### src/rtl/isf_pkg.sv
package isf_pkg;

    // State kept for one flag: the flag itself and whether a status read armed it.
    typedef struct packed {
        logic flag;
        logic arm;
    } cell_t;

    // Decoded bus activity for one cycle.
    typedef struct packed {
        logic stat_rd;
        logic stat_wr;
        logic data_acc;
    } bus_ev_t;

endpackage

### src/rtl/isf_bus_decode.sv
module isf_bus_decode
    import isf_pkg::*;
#(
    parameter int AW        = 2,
    parameter int STAT_ADDR = 0,
    parameter int DATA_ADDR = 1
) (
    input  logic [AW-1:0] addr,
    input  logic          rd,
    input  logic          wr,
    output bus_ev_t       ev
);
    localparam logic [AW-1:0] STAT_A = AW'(STAT_ADDR);
    localparam logic [AW-1:0] DATA_A = AW'(DATA_ADDR);

    always_comb begin
        ev          = '0;
        ev.stat_rd  = rd && (addr == STAT_A);
        ev.stat_wr  = wr && (addr == STAT_A);
        ev.data_acc = (rd || wr) && (addr == DATA_A);
    end
endmodule

### src/rtl/isf_flag_cell.sv
module isf_flag_cell
    import isf_pkg::*;
(
    input  logic    clk,
    input  logic    rst_n,
    input  logic    evt,
    input  bus_ev_t ev,
    input  logic    wbit,
    output logic    flag_o
);
    cell_t st_d, st_q;
    logic  clr;

    always_comb begin
        st_d = st_q;
        // Either clear path; a simultaneous event overrides both.
        clr       = (ev.stat_wr & ~wbit) | (ev.data_acc & st_q.arm);
        st_d.flag = (st_q.flag & ~clr) | evt;
        if (ev.stat_rd) begin
            st_d.arm = st_q.flag;
        end else if (ev.data_acc) begin
            st_d.arm = 1'b0;
        end else begin
            st_d.arm = st_q.arm;
        end
        // An arm never outlives the flag it was taken from.
        st_d.arm = st_d.arm & st_d.flag;
    end

    always_ff @(posedge clk) begin
        if (!rst_n) begin
            st_q <= '0;
        end else begin
            st_q <= st_d;
        end
    end

    assign flag_o = st_q.flag;
endmodule

### src/rtl/isf_irq_gate.sv
module isf_irq_gate #(
    parameter int N = 4
) (
    input  logic [N-1:0] flags,
    input  logic [N-1:0] en,
    input  logic         ibit,
    output logic         irq
);
    always_comb begin
        irq = ~ibit & (|(flags & en));
    end
endmodule

### src/rtl/isf_status_flags.sv
module isf_status_flags
    import isf_pkg::*;
#(
    parameter int  N_FLAG    = 4,
    parameter int  N_REG     = 4,
    parameter int  STAT_ADDR = 0,
    parameter int  DATA_ADDR = 1,
    localparam int AW        = (N_REG > 1) ? $clog2(N_REG) : 1
) (
    input  logic              clk,
    input  logic              rst_n,
    input  logic [AW-1:0]     bus_addr,
    input  logic              bus_rd,
    input  logic              bus_wr,
    input  logic [N_FLAG-1:0] bus_wdata,
    output logic [N_FLAG-1:0] bus_rdata,
    input  logic [N_FLAG-1:0] evt_i,
    input  logic [N_FLAG-1:0] en_i,
    input  logic              ibit_i,
    output logic              irq_o
);
    bus_ev_t           bev;
    logic [N_FLAG-1:0] flag_vec;

    isf_bus_decode #(
        .AW        (AW),
        .STAT_ADDR (STAT_ADDR),
        .DATA_ADDR (DATA_ADDR)
    ) u_dec (
        .addr (bus_addr),
        .rd   (bus_rd),
        .wr   (bus_wr),
        .ev   (bev)
    );

    for (genvar k = 0; k < N_FLAG; k++) begin : g_cell
        isf_flag_cell u_cell (
            .clk    (clk),
            .rst_n  (rst_n),
            .evt    (evt_i[k]),
            .ev     (bev),
            .wbit   (bus_wdata[k]),
            .flag_o (flag_vec[k])
        );
    end

    isf_irq_gate #(.N(N_FLAG)) u_gate (
        .flags (flag_vec),
        .en    (en_i),
        .ibit  (ibit_i),
        .irq   (irq_o)
    );

    always_comb begin
        bus_rdata = bev.stat_rd ? flag_vec : '0;
    end
endmodule

### config.mk
export PLATFORM = sky130hd
export DESIGN_NAME = isf_status_flags
export DESIGN_NICKNAME = d
export VERILOG_FILES = /design/src/rtl/isf_pkg.sv /design/src/rtl/isf_bus_decode.sv /design/src/rtl/isf_flag_cell.sv /design/src/rtl/isf_irq_gate.sv /design/src/rtl/isf_status_flags.sv
export SDC_FILE = /design/constraint.sdc
export NUM_CORES = 1
export LEC_CHECK = 0
export ABC_AREA = 1
export CAP_MARGIN = 20
export CORE_AREA = 2 2 39 41
export DETAILED_ROUTE_END_ITERATION = 16
export DIE_AREA = 0 0 41 43
export PLACE_DENSITY = 0.81
export SYNTH_ARGS = -nofsm -noshare
export SYNTH_HDL_FRONTEND = slang
export SYNTH_SLANG_ARGS = --single-unit
### constraint.sdc
create_clock -name clk -period 1.7 [get_ports clk]
set_input_delay 0.17 -clock clk [delete_from_list [all_inputs] [get_ports clk]]
set_output_delay 0.17 -clock clk [all_outputs]
set_load 0.01 [all_outputs]
# ---- Word level (Yosys, flattened, before mapping)
# Index checks and enable logic that the tools add are counted.
dict set report totals {
  register_bits 8
  in_bits 19
  out_inout_bits 5
  word_cells 59
}
dict set report classes {
  n_eq_ne 1
  muxes 9
  bitwise_logic 35
  reduce_logical 6
}
# operator count
set ops {}
lappend ops {{1-bit AND} 17}
lappend ops {{1-bit NOT} 9}
lappend ops {{1-bit two-way mux} 8}
lappend ops {{1-bit OR} 8}
lappend ops {{4-bit AND} 1}
lappend ops {{4-bit two-way mux} 1}
lappend ops {{4-bit OR reduction} 1}
lappend ops {{1-bit logical AND} 3}
lappend ops {{2-bit by 1-bit == test with 1-bit output, second input constant} 1}
lappend ops {{2-bit zero test} 1}
lappend ops {{1-bit logical OR} 1}

# ---- Logic depth before layout (Yosys ltp)
dict set report logic_depth {
  depth_word 8
  depth_mapped 7
  depth_no_buf 7
}

# ---- Cells and area by module
# Synthesis repeated with hierarchy kept, for this count alone.
dict set report hier_totals {
  cells_unflattened 90
  hier_area_um2 528.0
}
# mod instances cells_per_inst area_per_inst_um2 seq_area_each_um2
set modules_own_cells {}
lappend modules_own_cells {isf_flag_cell 4 16 107.6 40.0}
lappend modules_own_cells {isf_bus_decode 1 10 37.5 0.0}
lappend modules_own_cells {isf_irq_gate 1 8 30.0 0.0}
lappend modules_own_cells {isf_status_flags 1 8 30.0 0.0}

# ---- Worst setup path before layout
# Ideal clock, no wire load.
dict set report synth_path {
  path_type {register to output}
  startpoint {reg g_cell[0].u_cell.st_q, in the netlist g_cell[0].u_cell.flag_o}
  endpoint {out irq_o}
  arrival_ns 0.682
  required_time_ns 1.530
  path_slack_ns 0.848
  stages_incl_launch_ff 3
  path_cell_list {dfxtp_1 > nand2_1 > a41oi_1}
}
dict set report synth_via {
  elab_chain_cells 3
}
# item line
set synth_lines {}
lappend synth_lines {{start: declaration} isf_flag_cell.sv:11} ;# cell_t st_d, st_q;
lappend synth_lines {{start signal: assignment} isf_flag_cell.sv:34} ;# st_q <= st_d;
lappend synth_lines {{4-bit AND} isf_irq_gate.sv:10} ;# irq = ~ibit & (|(flags & en));
lappend synth_lines {{4-bit OR reduction} isf_irq_gate.sv:10}
lappend synth_lines {{1-bit AND} isf_irq_gate.sv:10}
lappend synth_lines {{end: declaration} isf_status_flags.sv:20} ;# output logic irq_o
# No other way between the ends.

# ---- Final worst setup path
dict set report layout_path {
  startpoint {in bus_addr[0]}
  endpoint {out bus_rdata[3]}
}
dict set report layout_via {
  elab_chain_cells 3
}
# item line
set layout_lines {}
lappend layout_lines {{start: declaration} isf_status_flags.sv:12} ;# input logic [AW-1:0] bus_addr,
lappend layout_lines {{2-bit zero test} isf_bus_decode.sv:18} ;# ev.stat_rd = rd && (addr == STAT_A);
lappend layout_lines {{1-bit logical AND} isf_bus_decode.sv:18}
lappend layout_lines {{4-bit two-way mux} isf_status_flags.sv:55} ;# bus_rdata = bev.stat_rd ? flag_vec : '0;
lappend layout_lines {{end: declaration} isf_status_flags.sv:16} ;# output logic [N_FLAG-1:0] bus_rdata,
# No other way between the ends.

==> results.md <==
* Yosys reg bits at 8
* CTS buffer count at 3
* Gpl congestion at about 0.76
* WS Path Type: in2out
* DRT antenna net count at 0
* Full die area at ~1800 um2
* Worst slew pin tran at 0.255 ns
* Clk Latency, worst-skew pair at about 0.26 ns
* Pre-antenna DRT Iters at 4
* Final WS setup at 0.213 ns
* Port bufs at 23
* Tmin final at roughly 1.5 ns
* Final Util at between 50% and 60%
* Fraction of layout cells with a size suffix above 1 at between 15 and 20%
* Largest net degree at the start of global routing at 9
* # hold bufs at CTS at 0
* Core Rows at 14
* Leak at between 0.4 and 0.5 nW
* Total wire length at about 1200 um
* CP max FO at 4
* Diode count at 0
* CTS clk-pin slew, worst paths at 0.05 ns
* Clock Tree Root: clkbuf_4
* Hold Path Stages at 3
* Area grow syn2layout at 66.8%
* GRT Total Usage at between 15 and 20%
* Max Slew Vio Count at 0
* Slew HR at between 80% and 90%
* Crit path capture: bus_rdata[3]
* NumNets Final at 127
* Die Width at ~41 um
* Io pins at 24
* Post-detail-place hpwl at between 900 and 1000 um
* YS warnings at 0
* Outcome: complete, no violations
* Starting Density at between 30% and 40%
* Placed instance area at 751 um2
* R2R Path Start: g_cell[3].u_cell.st_q[0]$_SDFF_PN0_
* Post-route cell area at between 700 and 800 um2
* Critical path endpoint category: output pin
* Via/cell ratio at roughly 4.6
* GR Overflow Total at 0
* CTS tree: yes
* Count of final hold-check violations at 0
* Residual DRC count at 0
* Cell Area, Synth at around 470 um2
* R2R setup slack at between 0.9 and 1 ns
* Pwr per Cell Area at roughly 580 nW/um2
* Hold Crit Class: in2reg
* First-pass GRT wire length at roughly 1900 um
* CTS Buffer Depth at 2
* Worst Path Required at 1.53 ns
* Library cells used by synthesis at 14
* FF-to-FF End: g_cell[3].u_cell.st_q[0]$_SDFF_PN0_
* WL per Instance at around 10 um
* Critical path startpoint: bus_addr[0]
* CTS sink cnt at 8
* Synthesized area per cell at between 6 and 7 um2
* Clk_skew at approximately 0.00013 ns
* Post-Syn Nets at 94
* Post-route insts no fill at approximately 120
* Initial antenna violation count at 0
* H-Tree Level Count at 1
* Max VDD drop at roughly 0.35 mV
* Crit path arrival time at 1.32 ns
* Core box area at between 1000 and 1500 um2
* Peak Freq at 673 MHz
* DR iter-0 viols at 8
* Placed Cells at between 100 and 150
* Pre-CTS WS at -0.0305 ns
* Vias in the first global route at 483
* Die height at between 40 and 50 um
* Worst R2R Path Depth at 5
* Mapped Cells at between 70 and 80
* Critical path launch point type: input port
* Total vias in the final route at 566
* Max_cap viols at 0
* RSZ-0062 raised after global routing: false
* Ratio of final minimum period to clock period at 87.4%
* Final Setup Violations at 0
* Post-synthesis sequential area ratio at between 30% and 40%
worst min-delay path by stage:
| stage | start | endpoint | slack, ns |
|---|---|---|---|
| floorplan | evt_i[0] | g_cell[0].u_cell.flag_o$_SDFF_PN0_ | 0.32 |
| global placement | g_cell[0].u_cell.flag_o$_SDFF_PN0_ | g_cell[0].u_cell.flag_o$_SDFF_PN0_ | 0.50 |
| detailed placement | g_cell[0].u_cell.flag_o$_SDFF_PN0_ | g_cell[0].u_cell.flag_o$_SDFF_PN0_ | 0.51 |
| CTS | evt_i[2] | g_cell[2].u_cell.flag_o$_SDFF_PN0_ | 0.47 |
| global route | evt_i[2] | g_cell[2].u_cell.flag_o$_SDFF_PN0_ | 0.49 |
| finish | evt_i[2] | g_cell[2].u_cell.flag_o$_SDFF_PN0_ | 0.47 |
flip-flops by register name, indices dropped and copies added, names as in the netlist:
signal,count
g_cell.u_cell.flag_o,4
g_cell.u_cell.st_q,4
per-stage QoR:
stage,hold slack [ns],TNS [ns],power (mW)
2_1_floorplan,0.324,0,0.247
3_3_place_gp,0.496,-0.0350,0.315
3_5_place_dp,0.508,-0.0998,0.316
4_1_cts,0.472,0,0.465
5_1_grt,0.489,0,0.488
6_report,0.474,0,0.458
critical path: stages:
cell	delay (ns)
dlygate4sd2_1	0.27
nor2_4	0.12
nand2_4	0.06
clkinv_2	0.06
nand2_1	0.06
inv_1	0.05
clkdlybuf4s50_1	0.52
cell usage after synthesis:
master    instances  area [um2]
nand2_1          20        75.1
inv_1            15        56.3
nand3_1          15        75.1
dfxtp_1           8         160
a21oi_1           4        20.0
nor2_1            4        15.0
nand2_2           2        12.5
a41oi_1           1        8.76
clkinv_2          1        5.00
inv_2             1        3.75
nand2_4           1        11.3
nand3_2           1        10.0
nor2_2            1        6.26
nor2_4            1        11.3
final cells by class:
cell class / count / area [um2]
Clock buffer: 3 / 22.5
Fill cell: 139 / 599
Inverter: 17 / 65.1
Multi-Input combinational cell: 50 / 245
Sequential cell: 8 / 160
Tap cell: 16 / 20.0
Timing Repair Buffer: 28 / 272
what timing repair did:
| item | CTS | global route |
|---|---|---|
| endpoints found under the hold margin | 0 | 0 |
| setup endpoints to repair | 4 | 3 |
| pin swaps | 1 | 1 |
| buffers inserted | 1 | 0 |
| resized for setup | 3 | 3 |
routing by layer:
metal | up-vias | wire length (um) | global-route usage [%]
li1 | 295 | - | -
met3 | 3 | 150 | 5.24
met2 | 25 | 581 | 24.7
met5 | - | 0 | 0
met4 | 0 | 25 | 10.0
met1 | 243 | 485 | 18.0
cell usage in the layout, fill, tap and decap left out, types with 4 or more instances in the layout:
| cell type | netlist | routed |
|---|---|---|
| nand2_1 | 20 | 20 |
| clkdlybuf4s50_1 | 0 | 17 |
| inv_1 | 15 | 15 |
| nand3_1 | 15 | 15 |
| dfxtp_1 | 8 | 8 |
| buf_4 | 0 | 5 |
| nor2_1 | 4 | 4 |
| a21oi_1 | 4 | 4 |
power by group:
| group | total [mW] | switching (mW) | leakage (nW) | internal (mW) |
|---|---|---|---|---|
| clock network | 0.147 | 0.0660 | 0.0138 | 0.0809 |
| logic | 0.109 | 0.0456 | 0.365 | 0.0634 |
| registers | 0.202 | 0.00609 | 0.0658 | 0.196 |
| total | 0.458 | 0.118 | 0.445 | 0.340 |
kinds of logic (layout without fill, tap and decap cells):
family	count (synthesis)	count (layout)	share of synthesized area, %
compound gates	5	5	6.12
buf+inv	17	48	13.8
flops	8	8	34.0
simple gates	45	45	46.0
(Power assumes the default switching activity.)
